$ cat config.mk
export PLATFORM = sky130hd
export DESIGN_NAME = irq_gather
export DESIGN_NICKNAME = d
export VERILOG_FILES = /design/src/rtl/irq_gather_pkg.sv /design/src/rtl/irq_sync_edge.sv /design/src/rtl/irq_status_reg.sv /design/src/rtl/irq_ctrl_reg.sv /design/src/rtl/irq_gather.sv
export SDC_FILE = /design/constraint.sdc
export NUM_CORES = 1
export LEC_CHECK = 0
export BUFFER_PORTS_ARGS = -buffer_cell sky130_fd_sc_hd__buf_4
export CORE_ASPECT_RATIO = 1.2
export CORE_MARGIN = 10
export CORE_UTILIZATION = 25
export DETAILED_ROUTE_END_ITERATION = 12
export MAX_ROUTING_LAYER = met4
export SETUP_SLACK_MARGIN = 0.1
export SYNTH_ARGS = -nofsm -noshare
export SYNTH_HDL_FRONTEND = slang
export SYNTH_SLANG_ARGS = --single-unit
$ cat constraint.sdc
create_clock -name clk -period 2.4 [get_ports clk]
set_input_delay 0.12 -clock clk [delete_from_list [all_inputs] [get_ports clk]]
set_output_delay 0.12 -clock clk [all_outputs]
set_load 0.01 [all_outputs]
$ cat src/rtl/irq_gather_pkg.sv
package irq_gather_pkg;
  localparam int unsigned WORD_W   = 32;
  localparam int unsigned NUM_SRC  = 4;
  localparam int unsigned SRC_LSB  = 27;  // sources occupy bits 30:27
  localparam int unsigned GLOB_BIT = 24;
  // source index inside the 4-bit vector
  localparam int unsigned IDX_FIELD = 0;
  localparam int unsigned IDX_CODE  = 1;
  localparam int unsigned IDX_GUEST = 2;  // guest pins 0,1 at index 2,3
endpackage

$ cat src/rtl/irq_sync_edge.sv
module irq_sync_edge #(
  parameter int unsigned STAGES = 2
) (
  input  logic clk,
  input  logic rst_n,
  input  logic async_i,
  output logic rise_o
);
  logic [STAGES-1:0] sync_q, sync_d;
  logic              prev_q;

  always_comb begin
    sync_d = {sync_q[STAGES-2:0], async_i};
  end

  always_ff @(posedge clk or negedge rst_n) begin
    if (!rst_n) begin
      sync_q <= '0;
      prev_q <= 1'b0;
    end else begin
      sync_q <= sync_d;
      prev_q <= sync_q[STAGES-1];
    end
  end

  assign rise_o = sync_q[STAGES-1] & ~prev_q;
endmodule

$ cat src/rtl/irq_status_reg.sv
module irq_status_reg #(
  parameter int unsigned N = 4
) (
  input  logic         clk,
  input  logic         rst_n,
  input  logic [N-1:0] set_i,
  input  logic [N-1:0] clr_i,
  output logic [N-1:0] status_o
);
  logic [N-1:0] st_q, st_d;

  // set has priority over a simultaneous clear
  always_comb begin
    st_d = (st_q & ~clr_i) | set_i;
  end

  always_ff @(posedge clk or negedge rst_n) begin
    if (!rst_n) st_q <= '0;
    else        st_q <= st_d;
  end

  assign status_o = st_q;
endmodule

$ cat src/rtl/irq_ctrl_reg.sv
module irq_ctrl_reg #(
  parameter int unsigned N = 4
) (
  input  logic         clk,
  input  logic         rst_n,
  input  logic         load_i,
  input  logic [N-1:0] en_i,
  input  logic         glob_i,
  output logic [N-1:0] en_o,
  output logic         glob_o
);
  logic [N-1:0] en_q, en_d;
  logic         glob_q, glob_d;

  always_comb begin
    en_d   = en_q;
    glob_d = glob_q;
    if (load_i) begin
      en_d   = en_i;
      glob_d = glob_i;
    end
  end

  always_ff @(posedge clk or negedge rst_n) begin
    if (!rst_n) begin
      en_q   <= '0;
      glob_q <= 1'b0;
    end else begin
      en_q   <= en_d;
      glob_q <= glob_d;
    end
  end

  assign en_o   = en_q;
  assign glob_o = glob_q;
endmodule

$ cat src/rtl/irq_gather.sv
module irq_gather
  import irq_gather_pkg::*;
#(
  parameter int unsigned NUM_GUEST   = 2,
  parameter int unsigned SYNC_STAGES = 2
) (
  input  logic                 clk,
  input  logic                 rst_n,
  input  logic [NUM_GUEST-1:0] guest_pin_i,
  input  logic                 code_step_i,
  input  logic                 field_done_i,
  input  logic                 reg_sel_i,
  input  logic                 reg_wr_i,
  input  logic [WORD_W-1:0]    reg_wdata_i,
  output logic [WORD_W-1:0]    reg_rdata_o,
  output logic                 irq_n_o
);
  localparam int unsigned SRC_MSB = SRC_LSB + NUM_SRC - 1;

  logic [NUM_GUEST-1:0] guest_rise;
  logic [NUM_SRC-1:0]   src_set, src_clr, status_vec, en_vec;
  logic                 glob_en;
  logic                 stat_wr, ctrl_wr;
  logic                 irq_n_q, irq_n_d;
  logic                 unused_wbits;

  for (genvar g = 0; g < NUM_GUEST; g++) begin : g_guest
    irq_sync_edge #(.STAGES(SYNC_STAGES)) u_sync (
      .clk     (clk),
      .rst_n   (rst_n),
      .async_i (guest_pin_i[g]),
      .rise_o  (guest_rise[g])
    );
  end

  assign stat_wr = reg_wr_i & ~reg_sel_i;
  assign ctrl_wr = reg_wr_i &  reg_sel_i;

  always_comb begin
    src_set = '0;
    src_set[IDX_FIELD] = field_done_i;
    src_set[IDX_CODE]  = code_step_i;
    for (int g = 0; g < NUM_GUEST; g++) src_set[IDX_GUEST+g] = guest_rise[g];
    src_clr = stat_wr ? reg_wdata_i[SRC_MSB:SRC_LSB] : '0;
  end

  irq_status_reg #(.N(NUM_SRC)) u_status (
    .clk      (clk),
    .rst_n    (rst_n),
    .set_i    (src_set),
    .clr_i    (src_clr),
    .status_o (status_vec)
  );

  irq_ctrl_reg #(.N(NUM_SRC)) u_ctrl (
    .clk    (clk),
    .rst_n  (rst_n),
    .load_i (ctrl_wr),
    .en_i   (reg_wdata_i[SRC_MSB:SRC_LSB]),
    .glob_i (reg_wdata_i[GLOB_BIT]),
    .en_o   (en_vec),
    .glob_o (glob_en)
  );

  always_comb begin
    irq_n_d = ~((|(status_vec & en_vec)) & glob_en);
  end

  always_ff @(posedge clk or negedge rst_n) begin
    if (!rst_n) irq_n_q <= 1'b1;
    else        irq_n_q <= irq_n_d;
  end

  assign irq_n_o = irq_n_q;

  always_comb begin
    reg_rdata_o = '0;
    if (reg_sel_i) begin
      reg_rdata_o[SRC_MSB:SRC_LSB] = en_vec;
      reg_rdata_o[GLOB_BIT]        = glob_en;
    end else begin
      reg_rdata_o[SRC_MSB:SRC_LSB] = status_vec;
    end
  end

  assign unused_wbits = ^{reg_wdata_i[WORD_W-1:SRC_MSB+1],
                          reg_wdata_i[SRC_LSB-1:GLOB_BIT+1],
                          reg_wdata_i[GLOB_BIT-1:0]};
endmodule

# == Word-level counts from Yosys, hierarchy flattened ==
# Index checks and enable logic that the tools add are counted.
# totals
reg_bits,16
latch_bits,0
ram_bits,0
rom_bits,0
n_memories,0
# classes
n_addsub,0
n_mul,0
div_mod_pow,0
order_cmp,0
n_eq_ne,0
shifts,0
muxes,3
bitwise,13
n_reduce_logical,1
# ops
cell,n
bitwise AND 4 bit,2
two-way mux 4 bit,2
bitwise AND 1 bit,5
inverter 1 bit,4
inverter 4 bit,1
OR 4 bit,1
OR reduction 4 bit,1
two-way mux 1 bit,1

# == Longest topological paths before layout ==
# depth
word_depth,6
depth_mapped,3
mapped_depth_nobuf,2

# == Modules after synthesis ==
# From an unflattened synthesis, not the netlist that was laid out.
# hier_totals
hier_cells,73
area_unflattened_um2,848.3
# by_module_without_submodules
mod,instances,cells_per_inst,area_per_inst_um2
irq_gather,1,43,344.1
irq_ctrl_reg,1,10,181.4
irq_sync_edge,2,4,88.8
irq_status_reg,1,12,145.1

# == Least setup slack after synthesis ==
# No wires, ideal clock.
# synth_timing
path_kind,register to register
from,"register u_ctrl.en_q[1], in the netlist u_ctrl.en_o[1]"
to,"register irq_n_q, in the netlist irq_n_o"
setup_ps,79
arrival_time_ps,715
required_ps,2321
path_slack_ps,1606
stages_incl_launch_ff,3
path_buffers,0
path_cell_list,dfrtp_1 a22o_1 o21ai_0
# synth_via
elab_chain_len,4
# synth_lines
element,line_no,text
start: declaration,irq_ctrl_reg.sv:12,"logic [N-1:0] en_q, en_d;"
start signal: assignment,irq_ctrl_reg.sv:29,en_q <= en_d;
bitwise AND 4 bit,irq_gather.sv:66,irq_n_d = ~((|(status_vec & en_vec)) & glob_en);
OR reduction 4 bit,irq_gather.sv:66,
bitwise AND 1 bit,irq_gather.sv:66,
inverter 1 bit,irq_gather.sv:66,
named net irq_n_d,irq_gather.sv:24,"logic irq_n_q, irq_n_d;"
end signal: assignment,irq_gather.sv:71,else irq_n_q <= irq_n_d;
end: declaration,irq_gather.sv:24,
# The timed path passes the listed nets, and every way through them passes these cells.
# A chain may end at the register's enable or synchronous reset.

# == Final worst setup path ==
# layout_timing
from,"register u_ctrl.en_q[0], in the netlist u_ctrl.en_o[0]"
to,output reg_rdata_o[27]
# layout_via
elab_chain_len,1
# layout_lines
element,line_no,text
two-way mux 4 bit,irq_gather.sv:78,if (reg_sel_i) begin
end: declaration,irq_gather.sv:15,"output logic [WORD_W-1:0] reg_rdata_o,"
# No other way between the ends.

==> key figures <==
CTS
  – H-tree levels: 1
  – CTS root buf: clkbuf_8
  – Clk buf depth: 2
  – CTS resizes: 0
  – TritonCTS clock tree: done
  – Total CTS buffers: 3
  – Clk slew on worst S/H paths: 60 ps
  – Clock latency on the worst-skew pair: 240 ps
  – Clk sinks: 16

Worst setup path
  – CP max stage delay: 400 ps
  – Worst-path cell chain: mux2_2 -> buf_4
  – Crit path to: reg_rdata_o[27]
  – Crit Path Max Fanout: 3
  – CP max stage cell: dfrtp_1
  – Reg2reg start: u_ctrl.en_o[1]
  – Reg2reg setup slack: ~1500 ps
  – Startpoint types: register
  – Worst setup EP type: output pin
  – Worst path required time: 2280 ps
  – Critical path class: reg -> out
  – Worst EP arrival: 1060 ps
  – R2R depth: 2
  – Reg-to-Reg End: irq_n_o
  – CP Launch Point: u_ctrl.en_o[0]

Logic synthesis
  – Synth Area per Inst: 12.3 um^2
  – Post-synthesis sequential area ratio: 47.5%
  – XOR/XNOR share of the synthesized area: 0%
  – Mux share of post-synthesis cell area: 14.2%
  – Largest family of logic cells by synthesized area: buffers and inverters
  – Synth cell types: 13
  – Synth Area in Compound Gates: 6.51%
  – Simple-gate share of the synthesized area: 5.62%
  – Synth Area in Adders: 0%
  – Yosys warnings: 0
  – Synthesized area: about 850 um^2
  – Syn Inst Count: 69
  – Seq cells post-synth: 16

Floorplan
  – FP Rows: 23
  – I/O pin count: 73
  – Starting Density: 25.6%
  – Die Area: 0.00612 mm^2
  – Die width: 73.1 um
  – CORE AREA: 0.00331 mm^2
  – Die Y: 83.7 um

Power
  – PwrDens: 655 mW/mm^2
  – Tot Pwr: 0.649 mW
  – Leakage: 0.498 nW
  – Maximum vdd drop: 0.316 mV

Finish
  – Post-route cell area: 990 um^2
  – Layout fillers: roughly 350
  – Fin nets: 133
  – Share of cells above drive strength 1: around a third
  – Layout area overhead: 17.0%
  – Antenna cell count: 0

Place
  – IO Port Bufs: 18
  – Final GP Congestion: 0.691
  – Placed instance area: slightly above 900 um^2
  – DP HPWL: 1460 um

Global routing
  – Gr ovfl total: 0
  – GR Util All Layers: roughly 5.6%
  – Vias in the first global route: between 500 and 600
  – Layer with the highest usage: met2
  – Largest net degree at the start of global routing: 17
  – M3 GR Usage: 2.14%
  – First-pass GRT wire length: 2630 um
  – M2 GR Usage: 8.77%
  – GR Util met1: 6.33%
  – Initial antenna violation count: 0

STA
  – Number of setup violations in the final report: 0
  – Max Freq: 848 MHz
  – Hold Slack: 55.3 ps
  – Final Skew: 3.51 ps
  – Final Hold Viols: 0
  – Max Slew Vio Count: 0
  – Minimum clock period: around 1200 ps
  – Unrepaired setup endpoints after global routing: no
  – Setup TNS: 0 ps
  – Period utilization: 49.1%

Drt
  – Post-Route WL: 1730 um
  – Wire per inst: roughly 13 um
  – DRC viols: 0
  – Total number of vias: approximately 470
  – DR iter-0 viols: 6
  – Via-to-Cell Ratio: 3.67
  – Post-route ant nets: 0
  – DR pass1 iterations: 4

Min path
  – HP Class: in -> reg
  – Hold Crit Depth: 2

Job
  – MaxCap Viol Count: 0

Outcome
  – Outcome: complete, no violations
-- state kept, by name (all words and copies together), names as in the netlist --
register,flops
g_guest.u_sync.sync_q,4
u_ctrl.en_o,4
u_status.status_o,4
g_guest.u_sync.prev_q,2
irq_n_o,1
u_ctrl.glob_o,1
-- worst min-delay path by stage --
| stage | end | from |
|---|---|---|
| after global routing | u_status.status_o[0] | field_done_i |
| final | u_status.status_o[0] | field_done_i |
| after global placement | u_status.status_o[0] | rst_n |
| after CTS | u_status.status_o[0] | field_done_i |
| after floorplan | g_guest[0].u_sync.prev_q | rst_n |
| after detailed placement | g_guest[1].u_sync.sync_q[0] | rst_n |
-- through the flow --
| stage | utilization (%) | cells | setup WS (ps) |
|---|---|---|---|
| 6_report | 29.9 | 129 | 1220 |
| 5_1_grt | 29.9 | 129 | 1170 |
| 4_1_cts | 29.9 | 129 | 1210 |
| 3_5_place_dp | 27.6 | 122 | 1480 |
| 3_3_place_gp | 27.6 | 122 | 1480 |
| 2_1_floorplan | - | 95 | 1610 |
-- logic make-up after synthesis --
group,after synthesis
buffers and inverters,30
AO/OA/AOI/OAI,7
flip-flops,16
other,1
AND/OR/NAND/NOR,6
multiplexers,9
-- Yosys cell counts, drive strengths merged --
cell     n  area (um^2)
dfstp    1         26.3
o21ai    1         5.00
buf     28          210
conb     1         3.75
and2     1         6.26
a21o     2         15.0
nand3b   4         30.0
inv      2         7.51
dfrtp   15          375
nand2    1         11.3
a22o     4         35.0
mux2     9          120
-- critical path: cells and delay by family (launching register included) --
kind | cells | cell delay (ps)
buffers and inverters | 1 | 140
multiplexers | 1 | 280
flip-flops | 1 | 400
-- routing by layer --
layer  wire length (um)  share of wire, %
met5                  0                 0
met2                861                50
met3                172               9.9
met1                700                40
met4                  0                 0
-- where the power goes --
part           total, mW  leakage [nW]  switching [mW]  internal [mW]
registers          0.316         0.179          0.0170          0.299
logic              0.132         0.296          0.0615         0.0708
clock network      0.200        0.0228          0.0831          0.117
total              0.649         0.498           0.162          0.487
-- layout make-up --
cell class / count / area (um^2) / area share [%]
multi-input combinational: 49 / 324 / 32.7
clock buffer: 4 / 45.0 / 4.55
tap: 37 / 46.3 / 4.68
sequential: 16 / 402 / 40.6
inverter: 2 / 7.51 / 0.759
timing repair buffer: 21 / 165 / 16.7
-- what timing repair did --
action / CTS / global route
setup buffers: 0 / 0
hold buffers: 3 / 0
hold endpoints to repair: 18 / 0
-- cells in the final DEF (no fill, tap or decap) --
| cell | count |
|---|---|
| a21o_1 | 2 |
| a22o_1 | 4 |
| and2_1 | 1 |
| buf_4 | 18 |
| clkbuf_1 | 1 |
| clkbuf_8 | 3 |
| conb_1 | 27 |
| dfrtp_1 | 15 |
| dfstp_2 | 1 |
| dlygate4sd3_1 | 3 |
| inv_1 | 2 |
| mux2_2 | 4 |
| mux2_4 | 5 |
| nand2_4 | 1 |
| nand3b_1 | 4 |
| o21ai_0 | 1 |
(Power assumes the default switching activity.)
